### config.mk
export PLATFORM = sky130hd
export DESIGN_NAME = selftest_signaller
export DESIGN_NICKNAME = d
export VERILOG_FILES = /design/src/rtl/stp_pkg.sv /design/src/rtl/stp_pulse_gen.sv /design/src/rtl/stp_hold_det.sv /design/src/rtl/stp_result_latch.sv /design/src/rtl/selftest_signaller.sv
export SDC_FILE = /design/constraint.sdc
export NUM_CORES = 1
export LEC_CHECK = 0
export BUFFER_PORTS_ARGS = -buffer_cell sky130_fd_sc_hd__buf_2
export CAP_MARGIN = 5
export CORE_ASPECT_RATIO = 0.7
export CORE_MARGIN = 2
export CORE_UTILIZATION = 45
export CTS_CLUSTER_SIZE = 12
export DETAILED_ROUTE_END_ITERATION = 7
export SYNTH_ARGS = -nofsm -noshare
export SYNTH_HDL_FRONTEND = slang
export SYNTH_SLANG_ARGS = --single-unit
### constraint.sdc
create_clock -name clk -period 5.6 [get_ports clk]
set_input_delay 0 -clock clk [delete_from_list [all_inputs] [get_ports clk]]
set_output_delay 0 -clock clk [all_outputs]
set_load 0.005 [all_outputs]
### src/rtl/stp_pkg.sv
package stp_pkg;
  typedef enum logic [2:0] {
    PH_IDLE, PH_INTRO, PH_WAIT_A, PH_SHOW_A, PH_WAIT_B, PH_SHOW_B, PH_HOLD
  } phase_e;

  typedef enum logic [1:0] {PG_IDLE, PG_HIGH, PG_LOW, PG_GAP} pg_state_e;

  localparam int unsigned NUM_CHECKS = 2;
  localparam int unsigned PCOUNT_W   = 2;
endpackage

### src/rtl/stp_pulse_gen.sv
module stp_pulse_gen
  import stp_pkg::*;
#(
  parameter int unsigned PASS_HI = 4,
  parameter int unsigned PASS_LO = 4,
  parameter int unsigned FAIL_HI = 16,
  parameter int unsigned FAIL_LO = 48,
  parameter int unsigned GAP_LO  = 64
) (
  input  logic                clk,
  input  logic                rst_n,
  input  logic                go_i,
  input  logic [PCOUNT_W-1:0] count_i,
  input  logic                slow_i,
  output logic                pulse_o,
  output logic                busy_o,
  output logic                done_o
);
  localparam int unsigned M1 = (PASS_HI > PASS_LO) ? PASS_HI : PASS_LO;
  localparam int unsigned M2 = (FAIL_HI > FAIL_LO) ? FAIL_HI : FAIL_LO;
  localparam int unsigned M3 = (M1 > M2) ? M1 : M2;
  localparam int unsigned MAXLEN = (M3 > GAP_LO) ? M3 : GAP_LO;
  localparam int unsigned TMR_W = $clog2(MAXLEN + 1);
  localparam logic [TMR_W-1:0] PH_M1 = TMR_W'(PASS_HI - 1);
  localparam logic [TMR_W-1:0] PL_M1 = TMR_W'(PASS_LO - 1);
  localparam logic [TMR_W-1:0] FH_M1 = TMR_W'(FAIL_HI - 1);
  localparam logic [TMR_W-1:0] FL_M1 = TMR_W'(FAIL_LO - 1);
  localparam logic [TMR_W-1:0] GP_M1 = TMR_W'(GAP_LO - 1);

  pg_state_e           st_q, st_d;
  logic [TMR_W-1:0]    tmr_q, tmr_d;
  logic [PCOUNT_W-1:0] left_q, left_d;
  logic                slow_q, slow_d;
  logic                upd_en;
  logic                tmr_zero;

  assign tmr_zero = (tmr_q == '0);
  assign upd_en   = (st_q != PG_IDLE) || go_i;

  always_comb begin
    st_d   = st_q;
    tmr_d  = tmr_q;
    left_d = left_q;
    slow_d = slow_q;
    done_o = 1'b0;
    unique case (st_q)
      PG_IDLE: begin
        if (go_i) begin
          st_d   = PG_HIGH;
          slow_d = slow_i;
          left_d = count_i;
          tmr_d  = slow_i ? FH_M1 : PH_M1;
        end
      end
      PG_HIGH: begin
        if (tmr_zero) begin
          st_d  = PG_LOW;
          tmr_d = slow_q ? FL_M1 : PL_M1;
        end else begin
          tmr_d = tmr_q - 1'b1;
        end
      end
      PG_LOW: begin
        if (tmr_zero) begin
          if (left_q == PCOUNT_W'(1)) begin
            st_d  = PG_GAP;
            tmr_d = GP_M1;
          end else begin
            st_d   = PG_HIGH;
            left_d = left_q - 1'b1;
            tmr_d  = slow_q ? FH_M1 : PH_M1;
          end
        end else begin
          tmr_d = tmr_q - 1'b1;
        end
      end
      PG_GAP: begin
        if (tmr_zero) begin
          st_d   = PG_IDLE;
          done_o = 1'b1;
        end else begin
          tmr_d = tmr_q - 1'b1;
        end
      end
      default: st_d = PG_IDLE;
    endcase
  end

  always_ff @(posedge clk or negedge rst_n) begin
    if (!rst_n) begin
      st_q   <= PG_IDLE;
      tmr_q  <= '0;
      left_q <= '0;
      slow_q <= 1'b0;
    end else if (upd_en) begin
      st_q   <= st_d;
      tmr_q  <= tmr_d;
      left_q <= left_d;
      slow_q <= slow_d;
    end
  end

  assign pulse_o = (st_q == PG_HIGH);
  assign busy_o  = (st_q != PG_IDLE);

  // a burst is never started with zero pulses
  a_r3_count_nonzero: assert property (@(posedge clk) disable iff (!rst_n)
    go_i |-> (count_i != '0));
  // busy stays up through the clock after a pulse ends
  a_r8_busy_after_pulse: assert property (@(posedge clk) disable iff (!rst_n)
    $fell(pulse_o) |-> busy_o);
endmodule

### src/rtl/stp_hold_det.sv
module stp_hold_det #(
  parameter int unsigned HOLD_CYCLES = 20459
) (
  input  logic clk,
  input  logic rst_n,
  input  logic en_i,
  input  logic level_i,
  output logic met_o
);
  localparam int unsigned CNT_W = $clog2(HOLD_CYCLES + 1);
  localparam logic [CNT_W-1:0] LAST = CNT_W'(HOLD_CYCLES - 1);

  logic [CNT_W-1:0] run_q, run_d;
  logic             met_q, met_d;
  logic             upd_en;

  assign upd_en = en_i && !met_q;

  always_comb begin
    run_d = run_q;
    met_d = met_q;
    if (level_i) begin
      if (run_q == LAST) met_d = 1'b1;
      else               run_d = run_q + 1'b1;
    end else begin
      run_d = '0;
    end
  end

  always_ff @(posedge clk or negedge rst_n) begin
    if (!rst_n) begin
      run_q <= '0;
      met_q <= 1'b0;
    end else if (upd_en) begin
      run_q <= run_d;
      met_q <= met_d;
    end
  end

  assign met_o = met_q;

  // once reached, the hold result never drops before reset
  a_r11_met_sticky: assert property (@(posedge clk) disable iff (!rst_n)
    met_q |=> met_q);
  // the result only appears after an enabled high sample
  a_r10_rise_on_high: assert property (@(posedge clk) disable iff (!rst_n)
    $rose(met_q) |-> $past(level_i && en_i));
endmodule

### src/rtl/stp_result_latch.sv
module stp_result_latch (
  input  logic clk,
  input  logic rst_n,
  input  logic strobe_i,
  input  logic pass_i,
  output logic pend_o,
  output logic pass_o
);
  logic pend_q, pass_q;
  logic cap_en;

  assign cap_en = strobe_i && !pend_q;

  always_ff @(posedge clk or negedge rst_n) begin
    if (!rst_n) begin
      pend_q <= 1'b0;
      pass_q <= 1'b0;
    end else if (cap_en) begin
      pend_q <= 1'b1;
      pass_q <= pass_i;
    end
  end

  assign pend_o = pend_q;
  assign pass_o = pass_q;

  // the first verdict is frozen
  a_r9_first_wins: assert property (@(posedge clk) disable iff (!rst_n)
    pend_q |=> (pend_q && $stable(pass_q)));
endmodule

### src/rtl/selftest_signaller.sv
module selftest_signaller
  import stp_pkg::*;
#(
  parameter int unsigned PASS_HI     = 4,
  parameter int unsigned PASS_LO     = 4,
  parameter int unsigned FAIL_HI     = 16,
  parameter int unsigned FAIL_LO     = 48,
  parameter int unsigned GAP_LO      = 64,
  parameter int unsigned HOLD_CYCLES = 20459
) (
  input  logic clk,
  input  logic rst_n,
  input  logic start_i,
  input  logic sum_strobe_i,
  input  logic sum_pass_i,
  input  logic mem_strobe_i,
  input  logic mem_pass_i,
  input  logic hold_i,
  output logic status_o,
  output logic busy_o
);
  localparam logic [PCOUNT_W-1:0] INTRO_PULSES = PCOUNT_W'(1);
  localparam logic [PCOUNT_W-1:0] SUM_PULSES   = PCOUNT_W'(2);
  localparam logic [PCOUNT_W-1:0] MEM_PULSES   = PCOUNT_W'(3);

  phase_e ph_q, ph_d;

  logic [NUM_CHECKS-1:0] strobe_v, pass_in_v, pend_v, pass_v;
  logic                  go;
  logic [PCOUNT_W-1:0]   go_count;
  logic                  go_slow;
  logic                  pg_pulse, pg_busy, pg_done;
  logic                  hold_en, hold_met;

  assign strobe_v  = {mem_strobe_i, sum_strobe_i};
  assign pass_in_v = {mem_pass_i, sum_pass_i};

  for (genvar i = 0; i < NUM_CHECKS; i++) begin : g_lat
    stp_result_latch u_lat (
      .clk      (clk),
      .rst_n    (rst_n),
      .strobe_i (strobe_v[i]),
      .pass_i   (pass_in_v[i]),
      .pend_o   (pend_v[i]),
      .pass_o   (pass_v[i])
    );
  end

  always_comb begin
    ph_d     = ph_q;
    go       = 1'b0;
    go_count = '0;
    go_slow  = 1'b0;
    unique case (ph_q)
      PH_IDLE: if (start_i) begin
        go = 1'b1; go_count = INTRO_PULSES; ph_d = PH_INTRO;
      end
      PH_INTRO:  if (pg_done) ph_d = PH_WAIT_A;
      PH_WAIT_A: if (pend_v[0]) begin
        go = 1'b1; go_count = SUM_PULSES; go_slow = !pass_v[0]; ph_d = PH_SHOW_A;
      end
      PH_SHOW_A: if (pg_done) ph_d = PH_WAIT_B;
      PH_WAIT_B: if (pend_v[1]) begin
        go = 1'b1; go_count = MEM_PULSES; go_slow = !pass_v[1]; ph_d = PH_SHOW_B;
      end
      PH_SHOW_B: if (pg_done) ph_d = PH_HOLD;
      PH_HOLD:   ph_d = PH_HOLD;
      default:   ph_d = PH_IDLE;
    endcase
  end

  always_ff @(posedge clk or negedge rst_n) begin
    if (!rst_n) ph_q <= PH_IDLE;
    else        ph_q <= ph_d;
  end

  stp_pulse_gen #(
    .PASS_HI (PASS_HI), .PASS_LO (PASS_LO),
    .FAIL_HI (FAIL_HI), .FAIL_LO (FAIL_LO), .GAP_LO (GAP_LO)
  ) u_pg (
    .clk     (clk),
    .rst_n   (rst_n),
    .go_i    (go),
    .count_i (go_count),
    .slow_i  (go_slow),
    .pulse_o (pg_pulse),
    .busy_o  (pg_busy),
    .done_o  (pg_done)
  );

  assign hold_en = (ph_q == PH_HOLD);

  stp_hold_det #(.HOLD_CYCLES(HOLD_CYCLES)) u_hold (
    .clk     (clk),
    .rst_n   (rst_n),
    .en_i    (hold_en),
    .level_i (hold_i),
    .met_o   (hold_met)
  );

  assign status_o = hold_en ? hold_met : pg_pulse;
  assign busy_o   = pg_busy;

  // a new burst is only launched once the previous one is finished
  a_r8_no_go_while_busy: assert property (@(posedge clk) disable iff (!rst_n)
    go |-> !pg_busy);
  // nothing is shown before start
  a_r2_idle_quiet: assert property (@(posedge clk) disable iff (!rst_n)
    (ph_q == PH_IDLE) |-> (!status_o && !busy_o));
  // the hold result cannot exist outside the final phase
  a_r12_hold_gated: assert property (@(posedge clk) disable iff (!rst_n)
    (ph_q != PH_HOLD) |-> !hold_met);
  // the second report only runs after the first verdict was taken
  a_r7_order: assert property (@(posedge clk) disable iff (!rst_n)
    (ph_q == PH_SHOW_B) |-> pend_v[0]);
endmodule

==> out/qor.csv <==
metric,value,unit
m1WireLength,2808,um
finalCritPeriodShare,38.88,%
synth_enable_flop_cells,0,
yosys_warnings,0,
p_per_area,201.1,nW/um2
die_area,5713,um2
gp_congestion,0.8364,
cp-endpoint,u_pg.tmr_q[2],
viasPerCell,6.108,
worstSetupPathType,reg -> reg,
yosys.area.top_type,dfrtp_1,
crit_slowest_cell,dfrtp_1,
min_path_type,in -> reg,
maxCapViolCount,0,
grt_pass1_vias,1761,
max-slew-margin-rel,46.09,%
drt-initial-drc-count,147,
crit_path_cell_trace,"nor2_1, inv_1, a211oi_1, nor2_1, mux2_2",
ys_async_sr_fraction,100.0,%
cp_data_arrival_time,2.35,ns
vdd_ir_drop_max,0.1447,mV
cp_top_family,simple AND/OR/NAND/NOR gates,
crit_start,u_pg.st_q[1],
worst_setup_path_start_kind,register,
drc_errors,0,
rsz0062_at_grt,false,
cp.required,5.77,ns
core,4861,um2
ctsLongestPathBuffers,2,
synthCells,237,
overflow,0,
dr.pass1.iters,5,
numCtsBuffers,5,
outcome,finished clean,
grt_pass1_wl,8914,um
antenna_found_initial,0,
post_cts_buffers,0,
cp_max_fo,12,
rows,21,
hpwl,3685,um
cp_num_cells,5,
final_area,2535,um2
die_y,63.85,um
syn_avg_cell_area,9.714,um2
clk_pin_slew_worst_paths,0.08,ns
met2_length,1931,um
top_layer,met4,
die_w,89.49,um
yosys-top-cells-area,"dfrtp_1, o31ai_1, ha_1",
max_freq,459.3,MHz
dr_wl_met3,341,um
cts_htree_levels,2,
start_util,47.36,%
p_leak,0.9520,nW
drt-total-wl,5129,um
tightest_slew,0.8086,ns
root_buffer,clkbuf_8,
synth_top_cell_area_share,38.04,%
finalClockSkew,0.007207,ns
ys_seq_area_share,38.04,%
p_total,0.0005098,W
timing.hold.ws,0.1098,ns
synthTopCellsByCount,"dfrtp_1, o31ai_1, inv_1, nand2_1, o21ai_0",
grt_max_degree,36,
rr_endpoint,u_pg.tmr_q[2],
syn_area,2302,um2
fin_tns_setup,0,ns
crit_top_cell,nor2_1,
nNetsFinal,262,
worst-path-buf-inv,1,
diodes,0,
finalHoldViolCount,0,
insertion_delay,0.28,ns
setup.worst_path.end_class,register,
finalSetupViolations,0,
ant_nets,0,
placed_area,2367,um2
ff2ff_setup_slack,3.42,ns
yosysMostFrequentCell,dfrtp_1,
synth-main-ff-cell,dfrtp_1,
route.vias.total,1924,
synth.ff_latch_count,35,
clock-sinks,35,
syn-num-nets,254,
wire_per_inst,16.28,um
cts_tree,yes,
syn2layout_area_growth,10.11,%
synth_cell_type_count,61,
boundaryPins,10,
finalCriticalPeriod,2.177,ns
io_buffers,9,
drive_above_1_share,16.26,%
slew_viol_final,0,
regToRegStartpoint,u_pg.st_q[1],
reg2regPathDepth,5,
worst_path_largest_cell_delay,0.54,ns
grt_usage,20.19,%
## worst register-to-register path: cells and delay by family, from the launching register on
| kind | cells | cell delay [ns] |
|---|---|---|
| DFF | 1 | 0.54 |
| muxes | 1 | 0.31 |
| and+or+nand+nor | 2 | 0.60 |
| buffers and inverters | 1 | 0.15 |
| AOI/OAI and AO/OA | 1 | 0.47 |
## sequential cells by signal, indices dropped and copies added (netlist names)
register	count
g_lat.u_lat.pass_o	2
u_hold.met_o	1
u_pg.left_q	2
g_lat.u_lat.pend_o	2
u_hold.run_q	15
ph_q	3
u_pg.tmr_q	7
u_pg.slow_q	1
u_pg.st_q	2
## metal layers
layer | track usage, % | vias up
li1 | - | 936
met3 | 4.651 | 7
met5 | 0 | -
met4 | 5.224 | 0
met1 | 34.87 | 910
met2 | 24.07 | 71
## power breakdown
group	switching, W	total (W)	internal (W)
Sequential	0.00000127	0.000256	0.000255
Combinational	0.0000102	0.0000180	0.00000780
Clock	0.0000918	0.000236	0.000144
## worst min-delay path by stage
stage / start / end / slack (ns) / cells past startpoint
3_5_place_dp: rst_n / u_pg.tmr_q[5] / 0.14 / 1
3_3_place_gp: rst_n / u_pg.tmr_q[5] / 0.14 / 1
2_1_floorplan: rst_n / g_lat[0].u_lat.pass_o / -0.30 / 0
4_1_cts: hold_i / u_hold.run_q[2] / 0.1 / 3
6_report: hold_i / u_hold.run_q[2] / 0.11 / 3
5_1_grt: hold_i / u_hold.run_q[14] / 0.11 / 3
## cell type report
type	instances	area, um2
multi-input cells	172	1292
clock buffers	6	82.58
fillers	441	2326
flip-flops and latches	35	875.8
clock inverters	2	35.03
repair buffers	15	102.6
inverters	16	60.06
well taps	69	86.33
## per-stage QoR
| stage | cells | util, % | setup slack, ns |
|---|---|---|---|
| floorplan | 237 | - | 3.710 |
| detailed placement | 302 | 48.70 | 3.496 |
| finish | 315 | 52.15 | 3.423 |
| global placement | 302 | 48.70 | 3.478 |
| global route | 315 | 52.15 | 3.272 |
| CTS | 315 | 52.15 | 3.485 |
## timing repair
action / 4_1_cts / 5_1_grt
gates resized for setup: 0 / 0
hold buffers: 5 / 0
hold endpoints to repair: 39 / 0
## layout by cell type, fill, tap and decap left out, types with 4 or more instances in the layout
cell type and count:
or2_2 5, nor2b_1 5, nand4_1 6, dfrtp_1 35, buf_2 9, nand2b_1 4, o41ai_1 7, clkbuf_8 6
mux2_2 5, nor2_1 6, a31oi_1 6, o21ai_0 11, nand2_1 12, a21oi_1 9, inv_1 15, o31ai_1 19
dlygate4sd3_1 5, nand3_1 9, ha_1 9
## logic make-up (layout without fill, tap and decap cells)
| logic type | after synthesis | after routing | synth area share (%) |
|---|---|---|---|
| AO/OA/AOI/OAI | 84 | 84 | 28.32 |
| AND/OR/NAND/NOR | 71 | 71 | 19.08 |
| flip-flops | 35 | 35 | 38.04 |
| buffers and inverters | 30 | 39 | 5.814 |
| adder cells (fa/ha/maj) | 9 | 9 | 4.891 |
| multiplexers | 6 | 6 | 3.097 |
| XOR/XNOR | 2 | 2 | 0.7610 |
No activity file was read; power rests on OpenSTA's default activity.
